### config.mk
export PLATFORM = sky130hd
export DESIGN_NAME = hall_commutator
export DESIGN_NICKNAME = d
export VERILOG_FILES = /design/src/rtl/hc_pkg.sv /design/src/rtl/hc_input_filter.sv /design/src/rtl/hc_sector_map.sv /design/src/rtl/hc_pwm_carrier.sv /design/src/rtl/hc_phase_gate.sv /design/src/rtl/hall_commutator.sv
export SDC_FILE = /design/constraint.sdc
export NUM_CORES = 1
export LEC_CHECK = 0
export BUFFER_PORTS_ARGS = -buffer_cell sky130_fd_sc_hd__buf_4
export CELL_PAD_IN_SITES_DETAIL_PLACEMENT = 1
export CELL_PAD_IN_SITES_GLOBAL_PLACEMENT = 2
export CORE_MARGIN = 2
export CORE_UTILIZATION = 39
export CTS_CLUSTER_DIAMETER = 30
export CTS_CLUSTER_SIZE = 14
export DETAILED_ROUTE_END_ITERATION = 16
export PLACE_DENSITY = 0.84
export SLEW_MARGIN = 25
export SYNTH_ARGS = -nofsm -noshare
export SYNTH_HDL_FRONTEND = slang
export SYNTH_SLANG_ARGS = --single-unit
### constraint.sdc
create_clock -name clk -period 5.9 [get_ports clk]
set_input_delay 0.885 -clock clk [delete_from_list [all_inputs] [get_ports clk]]
set_output_delay 0.885 -clock clk [all_outputs]
set_load 0.01 [all_outputs]
### src/rtl/hc_pkg.sv
package hc_pkg;
  typedef enum logic [1:0] {
    PH_FLOAT = 2'b00,
    PH_HIGH  = 2'b01,
    PH_LOW   = 2'b10
  } phase_role_e;

  typedef struct packed {
    logic hi;
    logic lo;
  } gate_pair_t;

  localparam int NUM_PHASES = 3;
endpackage

### src/rtl/hc_input_filter.sv
module hc_input_filter #(
  parameter int FILTER_LEN = 8
) (
  input  logic clk,
  input  logic rst,
  input  logic pin,
  output logic level,
  output logic primed,
  output logic flip
);
  localparam int CW = (FILTER_LEN > 1) ? $clog2(FILTER_LEN) : 1;
  localparam logic [CW-1:0] LAST = CW'(FILTER_LEN - 1);

  logic          sync_a;
  logic          sync_b;
  logic [CW-1:0] run_cnt;

  always_ff @(posedge clk) begin
    if (rst) begin
      sync_a  <= 1'b0;
      sync_b  <= 1'b0;
      level   <= 1'b0;
      primed  <= 1'b0;
      flip    <= 1'b0;
      run_cnt <= '0;
    end else begin
      sync_a <= pin;
      sync_b <= sync_a;
      flip   <= 1'b0;
      if (primed && (sync_b == level)) begin
        run_cnt <= '0;
      end else if (run_cnt == LAST) begin
        level   <= sync_b;
        primed  <= 1'b1;
        flip    <= primed;
        run_cnt <= '0;
      end else begin
        run_cnt <= run_cnt + 1'b1;
      end
    end
  end
endmodule

### src/rtl/hc_sector_map.sv
module hc_sector_map
  import hc_pkg::*;
(
  input  logic        [2:0] code,
  input  logic              dir,
  output phase_role_e       role [NUM_PHASES],
  output logic              valid
);
  logic [1:0] src_idx;
  logic [1:0] sink_idx;

  always_comb begin
    valid    = 1'b1;
    src_idx  = 2'd0;
    sink_idx = 2'd0;
    case (code)
      3'b101: begin src_idx = 2'd0; sink_idx = 2'd1; end
      3'b100: begin src_idx = 2'd0; sink_idx = 2'd2; end
      3'b110: begin src_idx = 2'd1; sink_idx = 2'd2; end
      3'b010: begin src_idx = 2'd1; sink_idx = 2'd0; end
      3'b011: begin src_idx = 2'd2; sink_idx = 2'd0; end
      3'b001: begin src_idx = 2'd2; sink_idx = 2'd1; end
      default: valid = 1'b0;
    endcase
    for (int p = 0; p < NUM_PHASES; p++) begin
      role[p] = PH_FLOAT;
      if (valid && (src_idx == 2'(p)))  role[p] = dir ? PH_LOW : PH_HIGH;
      if (valid && (sink_idx == 2'(p))) role[p] = dir ? PH_HIGH : PH_LOW;
    end
  end
endmodule

### src/rtl/hc_pwm_carrier.sv
module hc_pwm_carrier #(
  parameter int PWM_W      = 10,
  parameter int PWM_PERIOD = 1000
) (
  input  logic             clk,
  input  logic             rst,
  input  logic [PWM_W-1:0] duty,
  output logic             pwm_on
);
  localparam logic [PWM_W-1:0] TOP = PWM_W'(PWM_PERIOD - 1);

  logic [PWM_W-1:0] ramp;
  logic [PWM_W-1:0] duty_q;

  always_ff @(posedge clk) begin
    if (rst) begin
      ramp   <= '0;
      duty_q <= '0;
    end else if (ramp == TOP) begin
      ramp   <= '0;
      duty_q <= duty;
    end else begin
      ramp <= ramp + 1'b1;
    end
  end

  assign pwm_on = (ramp < duty_q);
endmodule

### src/rtl/hc_phase_gate.sv
module hc_phase_gate
  import hc_pkg::*;
#(
  parameter int DEAD_CYCLES = 16
) (
  input  logic       clk,
  input  logic       rst,
  input  logic       enable,
  input  gate_pair_t req,
  output logic       gate_hi,
  output logic       gate_lo
);
  localparam int DW = (DEAD_CYCLES > 0) ? $clog2(DEAD_CYCLES + 1) : 1;
  localparam logic [DW-1:0] DEAD_LD = DW'(DEAD_CYCLES);

  gate_pair_t    held;
  logic [DW-1:0] dead_cnt;

  always_ff @(posedge clk) begin
    if (rst) begin
      held     <= '0;
      dead_cnt <= '0;
      gate_hi  <= 1'b0;
      gate_lo  <= 1'b0;
    end else if (!enable) begin
      held     <= '0;
      dead_cnt <= DEAD_LD;
      gate_hi  <= 1'b0;
      gate_lo  <= 1'b0;
    end else if (req != held) begin
      held     <= req;
      dead_cnt <= DEAD_LD;
      gate_hi  <= 1'b0;
      gate_lo  <= 1'b0;
    end else if (dead_cnt != '0) begin
      dead_cnt <= dead_cnt - 1'b1;
      gate_hi  <= 1'b0;
      gate_lo  <= 1'b0;
    end else begin
      gate_hi <= held.hi;
      gate_lo <= held.lo & ~held.hi;
    end
  end
endmodule

### src/rtl/hall_commutator.sv
module hall_commutator
  import hc_pkg::*;
#(
  parameter int PWM_W       = 10,
  parameter int PWM_PERIOD  = 1000,
  parameter int FILTER_LEN  = 8,
  parameter int DEAD_CYCLES = 16,
  parameter int TCNT_W      = 16
) (
  input  logic              clk,
  input  logic              rst,
  input  logic              enable,
  input  logic              dir,
  input  logic [PWM_W-1:0]  duty,
  input  logic [2:0]        hall,
  output logic [2:0]        gate_hi,
  output logic [2:0]        gate_lo,
  output logic              fault,
  output logic [TCNT_W-1:0] edge_count
);
  logic [2:0]  code;
  logic [2:0]  primed;
  logic [2:0]  flip;
  logic        all_primed;
  logic        code_ok;
  logic        run_ok;
  logic        pwm_on;
  phase_role_e role [NUM_PHASES];
  gate_pair_t  req  [NUM_PHASES];

  for (genvar i = 0; i < 3; i++) begin : g_line
    hc_input_filter #(.FILTER_LEN(FILTER_LEN)) u_filt (
      .clk    (clk),
      .rst    (rst),
      .pin    (hall[i]),
      .level  (code[i]),
      .primed (primed[i]),
      .flip   (flip[i])
    );
  end

  assign all_primed = &primed;

  hc_sector_map u_map (
    .code  (code),
    .dir   (dir),
    .role  (role),
    .valid (code_ok)
  );

  hc_pwm_carrier #(.PWM_W(PWM_W), .PWM_PERIOD(PWM_PERIOD)) u_pwm (
    .clk    (clk),
    .rst    (rst),
    .duty   (duty),
    .pwm_on (pwm_on)
  );

  always_ff @(posedge clk) begin
    if (rst) begin
      fault      <= 1'b0;
      edge_count <= '0;
    end else begin
      if (all_primed && !code_ok) fault <= 1'b1;
      if (|flip) edge_count <= edge_count + 1'b1;
    end
  end

  assign run_ok = all_primed & code_ok & ~fault;

  for (genvar p = 0; p < NUM_PHASES; p++) begin : g_phase
    always_comb begin
      req[p] = '0;
      if (run_ok) begin
        case (role[p])
          PH_HIGH: req[p] = '{hi: pwm_on, lo: ~pwm_on};
          PH_LOW:  req[p] = '{hi: 1'b0,   lo: 1'b1};
          default: req[p] = '0;
        endcase
      end
    end

    hc_phase_gate #(.DEAD_CYCLES(DEAD_CYCLES)) u_gate (
      .clk     (clk),
      .rst     (rst),
      .enable  (enable),
      .req     (req[p]),
      .gate_hi (gate_hi[p]),
      .gate_lo (gate_lo[p])
    );
  end
endmodule

# Word level (Yosys, flattened, before mapping)
# Cells that the tools add are included.
[classes] bitwise=17 reduce_logical=40 muxes=26 eq_ne=29 n_addsub=8 order_cmp=1
[ops] op="$mux W5" count=9
[ops] op="$reduce_or A3 Y1" count=10
[ops] op="$mux W2" count=11
[ops] op="$pmux W2 S2" count=5
[ops] op="$eq A3 B3 Y1 const B" count=6
[ops] op="$add A16 B1 Y16 const B" count=1
[ops] op="$reduce_bool A5 Y1" count=3
[ops] op="$sub A5 B1 Y5 const B" count=3
[ops] op="$not A1 Y1" count=12
[ops] op="$reduce_or A2 Y1" count=6
[ops] op="$reduce_or A4 Y1" count=3
[ops] op="$add A10 B1 Y10 const B" count=1
[ops] op="$eq A10 B10 Y1 const B" count=1
[ops] op="$eq A2 B1 Y1 const B" count=5
[ops] op="$eq A2 B2 Y1 const B" count=5
[ops] op="$logic_and A1 B1 Y1" count=10
[ops] op="$lt A10 B10 Y1" count=1
[ops] op="$add A3 B1 Y3 const B" count=3
[ops] op="$ne A3 B1 Y1 const B" count=3
[ops] op="$eq A3 B2 Y1 const B" count=2
[ops] op="$ne A2 B2 Y1" count=3
[ops] op="$reduce_and A2 Y1" count=3
[ops] op="$reduce_or A6 Y1" count=1
[ops] op="$and A1 B1 Y1" count=5
[ops] op="6 further kinds" count=9
[word_totals] output_inout_bits=23 word_cells=161 register_bits=88 inputBits=17

# Longest topological paths before layout
[logic_depth] ltp_word=13 ltp_mapped=12 mapped_depth_nobuf=11

# Cells and area by module
# A second synthesis with hierarchy kept.
[hier_totals] cells_unflattened=420 hier_area_um2=3980.1
[modules_own_cells] module="hc_phase_gate" cells_each=37 seq_area_each_um2=180.2 instances=3 area_per_inst_um2=375.4
[modules_own_cells] module="hc_pwm_carrier" cells_each=111 seq_area_each_um2=400.4 instances=1 area_per_inst_um2=996.0
[modules_own_cells] module="hall_commutator" cells_each=109 seq_area_each_um2=340.3 instances=1 area_per_inst_um2=927.1
[modules_own_cells] module="hc_input_filter" cells_each=24 seq_area_each_um2=160.2 instances=3 area_per_inst_um2=270.3
[modules_own_cells] module="hc_sector_map" cells_each=17 seq_area_each_um2=0.0 instances=1 area_per_inst_um2=120.1

# Worst setup path after synthesis
# No wires, ideal clock.
[synth_timing] kind="input to register" startpoint="in dir" endpoint="reg g_phase[2].u_gate.dead_cnt[3]" path_stages=11 slack_ns=3.079 required_time_ns=5.742 setup_ns=0.158 t_arrival_ns=2.663 path_cell_list="nor2_1 > nand2_1 > o21ai_0 > inv_1 > ha_1 > o21bai_1 > o41ai_1 > o31a_1 > nor2_1 > a211oi_1 > nor3_1"
[synth_via] elab_chain_cells=8 word_cells_on_any_way=10 cone_classes="eq/ne (3); mux (6); reduce/logical (1)"
[synth_lines] element="start: declaration" line="hall_commutator.sv:13" source="input logic dir,"
[synth_lines] element="$mux W2 (2 in series)" line="hc_sector_map.sv:27" source="if (valid && (src_idx == 2'(p))) role[p] = dir ? PH_LOW : PH_HIGH;"
[synth_lines] element="$mux W2 *" line="hc_sector_map.sv:28" source="if (valid && (sink_idx == 2'(p))) role[p] = dir ? PH_HIGH : PH_LOW;"
[synth_lines] element="$eq A2 B2 Y1 / $eq A2 B1 Y1 (equally long branches)" line="hall_commutator.sv:74" source="case (role[p])"
[synth_lines] element="$pmux W2 S2 *" line="hall_commutator.sv:74"
[synth_lines] element="$mux W2 *" line="hall_commutator.sv:73" source="if (run_ok) begin"
[synth_lines] element="$ne A2 B2 Y1 *" line="hc_phase_gate.sv:30" source="end else if (req != held) begin"
[synth_lines] element="$reduce_or A3 Y1 (no source line) *"
[synth_lines] element="end signal: assignment" line="hc_phase_gate.sv:36" source="dead_cnt <= dead_cnt - 1'b1;"
[synth_lines] element="end: declaration" line="hc_phase_gate.sv:17" source="logic [DW-1:0] dead_cnt;"
# Mark *: on every way between the ends. The rest lies on a longest branch, timed or not.
# A chain may end at the register's enable or synchronous reset.

# Worst setup path in the final report
# Ends and elaborated chain as after synthesis.

==> metrics.txt <==
hold crit path type flip-flop to flip-flop; Final Setup Violations 0; setup bufs post-CTS 0; Worst Path Required 6.13 ns; register area 0.001762 sq mm; CTS sink cnt 88; Resized cells post-CTS 0; largest family of logic cells by synthesized area simple AND/OR/NAND/NOR gates; max_cap viols 0; commonest cells after routing, fill and taps aside dfxtp_1 (88), nor2_1 (81), buf_4 (39), nand2_1 (31), ha_1 (27); Ys Warns 0; Routed WL 8389 um; TritonCTS buffer count 9; grt total ovfl 0; worst rel slew slack 0.4909; gr usage total 0.1624; HPWL after DPL 6133 um; Post-CTS Hold Buffers 0; status finished, final reports clean; H-Tree Depth 3; P per Cell Area 250.5 mW/mm^2; Clock Latency Late Sink 0.37 ns; mux cell area share after synthesis 0.03872; Post-Syn Area per Cell 8.839 sq um; CP Launch Type input port; Post-Synth Adder-Cell Area 0.08167; Non-Filler Instances 639; Ports 40; setup TNS 0 ns; compound-cell area share of the yosys netlist 0.07502; ANT nets after route 0; Filler cells 1,224; CTS root buffer clkbuf_8; antenna violations before repair 0; Yosys cell types 53; ys async rst share 0; placed insts 623; Multi-input gate area 0.002175 sq mm; cell count after synthesis 468; pin count of the biggest net entering global routing 54; IO buf count 39; P_leak 1.755 nW; share of layout cells above drive strength 1 0.1332; Layout area overhead 13.01%; Die ar. 0.01145 sq mm; RSZ-0062 raised after global routing no; via density per instance 4.969; CP Class input port to flip-flop; Mapped Area 0.004136 sq mm; post-synthesis register bit count 88; Worst-Margin Slew 0.7518 ns; via count 3,175; first-pass GRT wire length 14,850 um; fin nets 542; CTS Buffer Depth 2; Critical Path Fanout Max 8; # DRC 0; Hold Path Origin g_line[1].u_filt.run_cnt[0]; Std-Cell Rows 37; worst hold slack 0.4275 ns; worst clock skew 0.01147 ns; CP startpoint dir; Worst-path clk slew 0.10 ns; Fin. Hold Viols 0; initial cell density of the core 0.4007; Vert. Die Dim 107.0 um; Simple-Gate Fraction of Synth Area 0.2520; most common cell after layout, fill and taps aside dfxtp_1; Core Area 0.01032 sq mm; Post-synth EDFFs 0; period utilization 0.5189; Slew Limit Fails 0; Die X 107.0 um; n_diodes 0; CTS tree yes; Max Clock Freq 0.3266 GHz; First-pass DRT Iterations 4; min cycle time layout 3.062 ns; Peak VDD IR 0.0001024 V; syn nets 512; sequential area share after synthesis 0.4259; Post-Synth XOR/XNOR Area 0.07623; ys flop type dfxtp_1; DRT iter0 DRCs 70; vias in the first global route 3,168; Reg2Reg Launch Point g_line[0].u_filt.level; Critical Path Sink Type flip-flop; Avg WL per Cell 13.13 um; Final Wtd Congestion 0.7521; crit path DAT 3.29 ns
stage by stage:
step / total power, mW / setup WS, ns / cell area, sq um / util
floorplan: 0.7539 / 3.079 / 4136 / -
global placement: 0.7855 / 2.686 / 4484 / 0.4344
detailed placement: 0.7938 / 2.466 / 4493 / 0.4352
CTS: 1.194 / 2.858 / 4674 / 0.4528
global route: 1.239 / 2.549 / 4674 / 0.4528
finish: 1.171 / 2.838 / 4674 / 0.4528
per-layer routing:
| layer | vias up | GRT usage | part of all wire | wire length (um) |
|---|---|---|---|---|
| li1 | 1635 | - | - | - |
| met1 | 1499 | 0.2080 | 0.49 | 4094 |
| met2 | 30 | 0.2657 | 0.47 | 3909 |
| met3 | 11 | 0.03283 | 0.026 | 222 |
| met4 | 0 | 0.06957 | 0.019 | 162 |
| met5 | - | 0 | 0 | 0 |
cell type report:
class | instances | share of cell area
Multi-Input combinational cell | 335 | 0.4652
Sequential cell | 88 | 0.3769
Timing Repair Buffer | 39 | 0.06263
Tap cell | 136 | 0.03640
Clock buffer | 10 | 0.02944
Inverter | 25 | 0.02007
Clock inverter | 6 | 0.009368
cells by family (layout without fill, tap and decap cells):
family / count (synthesis) / after routing
flip-flops: 88 / 88
buffers and inverters: 45 / 80
AO/OA/AOI/OAI: 44 / 44
XOR/XNOR: 36 / 36
AND/OR/NAND/NOR: 212 / 212
multiplexers: 16 / 16
adder cells (fa/ha/maj): 27 / 27
synth_stat cells, drive strengths merged (2+ instances only):
cell type	instances	area, sq um
nand4	7	43.79
or2	2	12.51
mux2i	16	160.2
and2	6	37.54
nand3b	3	22.52
o21a	2	15.01
xor2	13	113.9
o21ai	8	40.03
nor2	82	307.8
a2111oi	2	17.52
nand2	31	116.4
clkbuf	7	26.28
dfxtp	88	1762
nand2b	11	68.82
xnor2	23	201.4
a211oi	8	70.06
a21oi	10	50.05
nor3	26	140.1
o31a	2	17.52
inv	25	93.84
and3	3	23.77
or3	8	50.05
nor4	4	31.28
nand3	9	45.04
ha	27	337.8
nor2b	14	87.58
buf	13	88.83
critical path: stages:
cell and delay, ns:
buf_4 0.12, nand2_1 0.07, o21ai_0 0.27, inv_1 0.08, ha_1 0.34, o21bai_1 0.18, o41ai_1 0.32, o31a_1 0.22
nor2_1 0.05, a211oi_1 0.60, nor3_1 0.14
power breakdown:
part	internal (mW)	leakage (nW)	switching (mW)
Clock	0.166	0.0926	0.227
Sequential	0.617	0.715	0.0166
Combinational	0.0639	0.948	0.0795
Total	0.847	1.76	0.324
sequential cells by signal, indices dropped and copies added, names as in the netlist:
register / count
edge_count: 16
fault: 1
g_line.u_filt.flip: 3
g_line.u_filt.level: 3
g_line.u_filt.primed: 3
g_line.u_filt.run_cnt: 9
g_line.u_filt.sync_a: 3
g_line.u_filt.sync_b: 3
g_phase.u_gate.dead_cnt: 15
g_phase.u_gate.gate_hi: 3
g_phase.u_gate.gate_lo: 3
g_phase.u_gate.held: 6
u_pwm.duty_q: 10
u_pwm.ramp: 10
path summary, 6_finish.rpt:
check / slack (ns) / cells after the start / end
worst max-delay path: 2.84 / 11 / g_phase[2].u_gate.dead_cnt[3]
worst min-delay path: 0.43 / 1 / g_line[1].u_filt.run_cnt[0]
worst min register to register: 0.43 / 1 / g_line[1].u_filt.run_cnt[0]
worst max register to register: 2.91 / 10 / g_phase[2].u_gate.dead_cnt[3]
(Power assumes the default switching activity.)
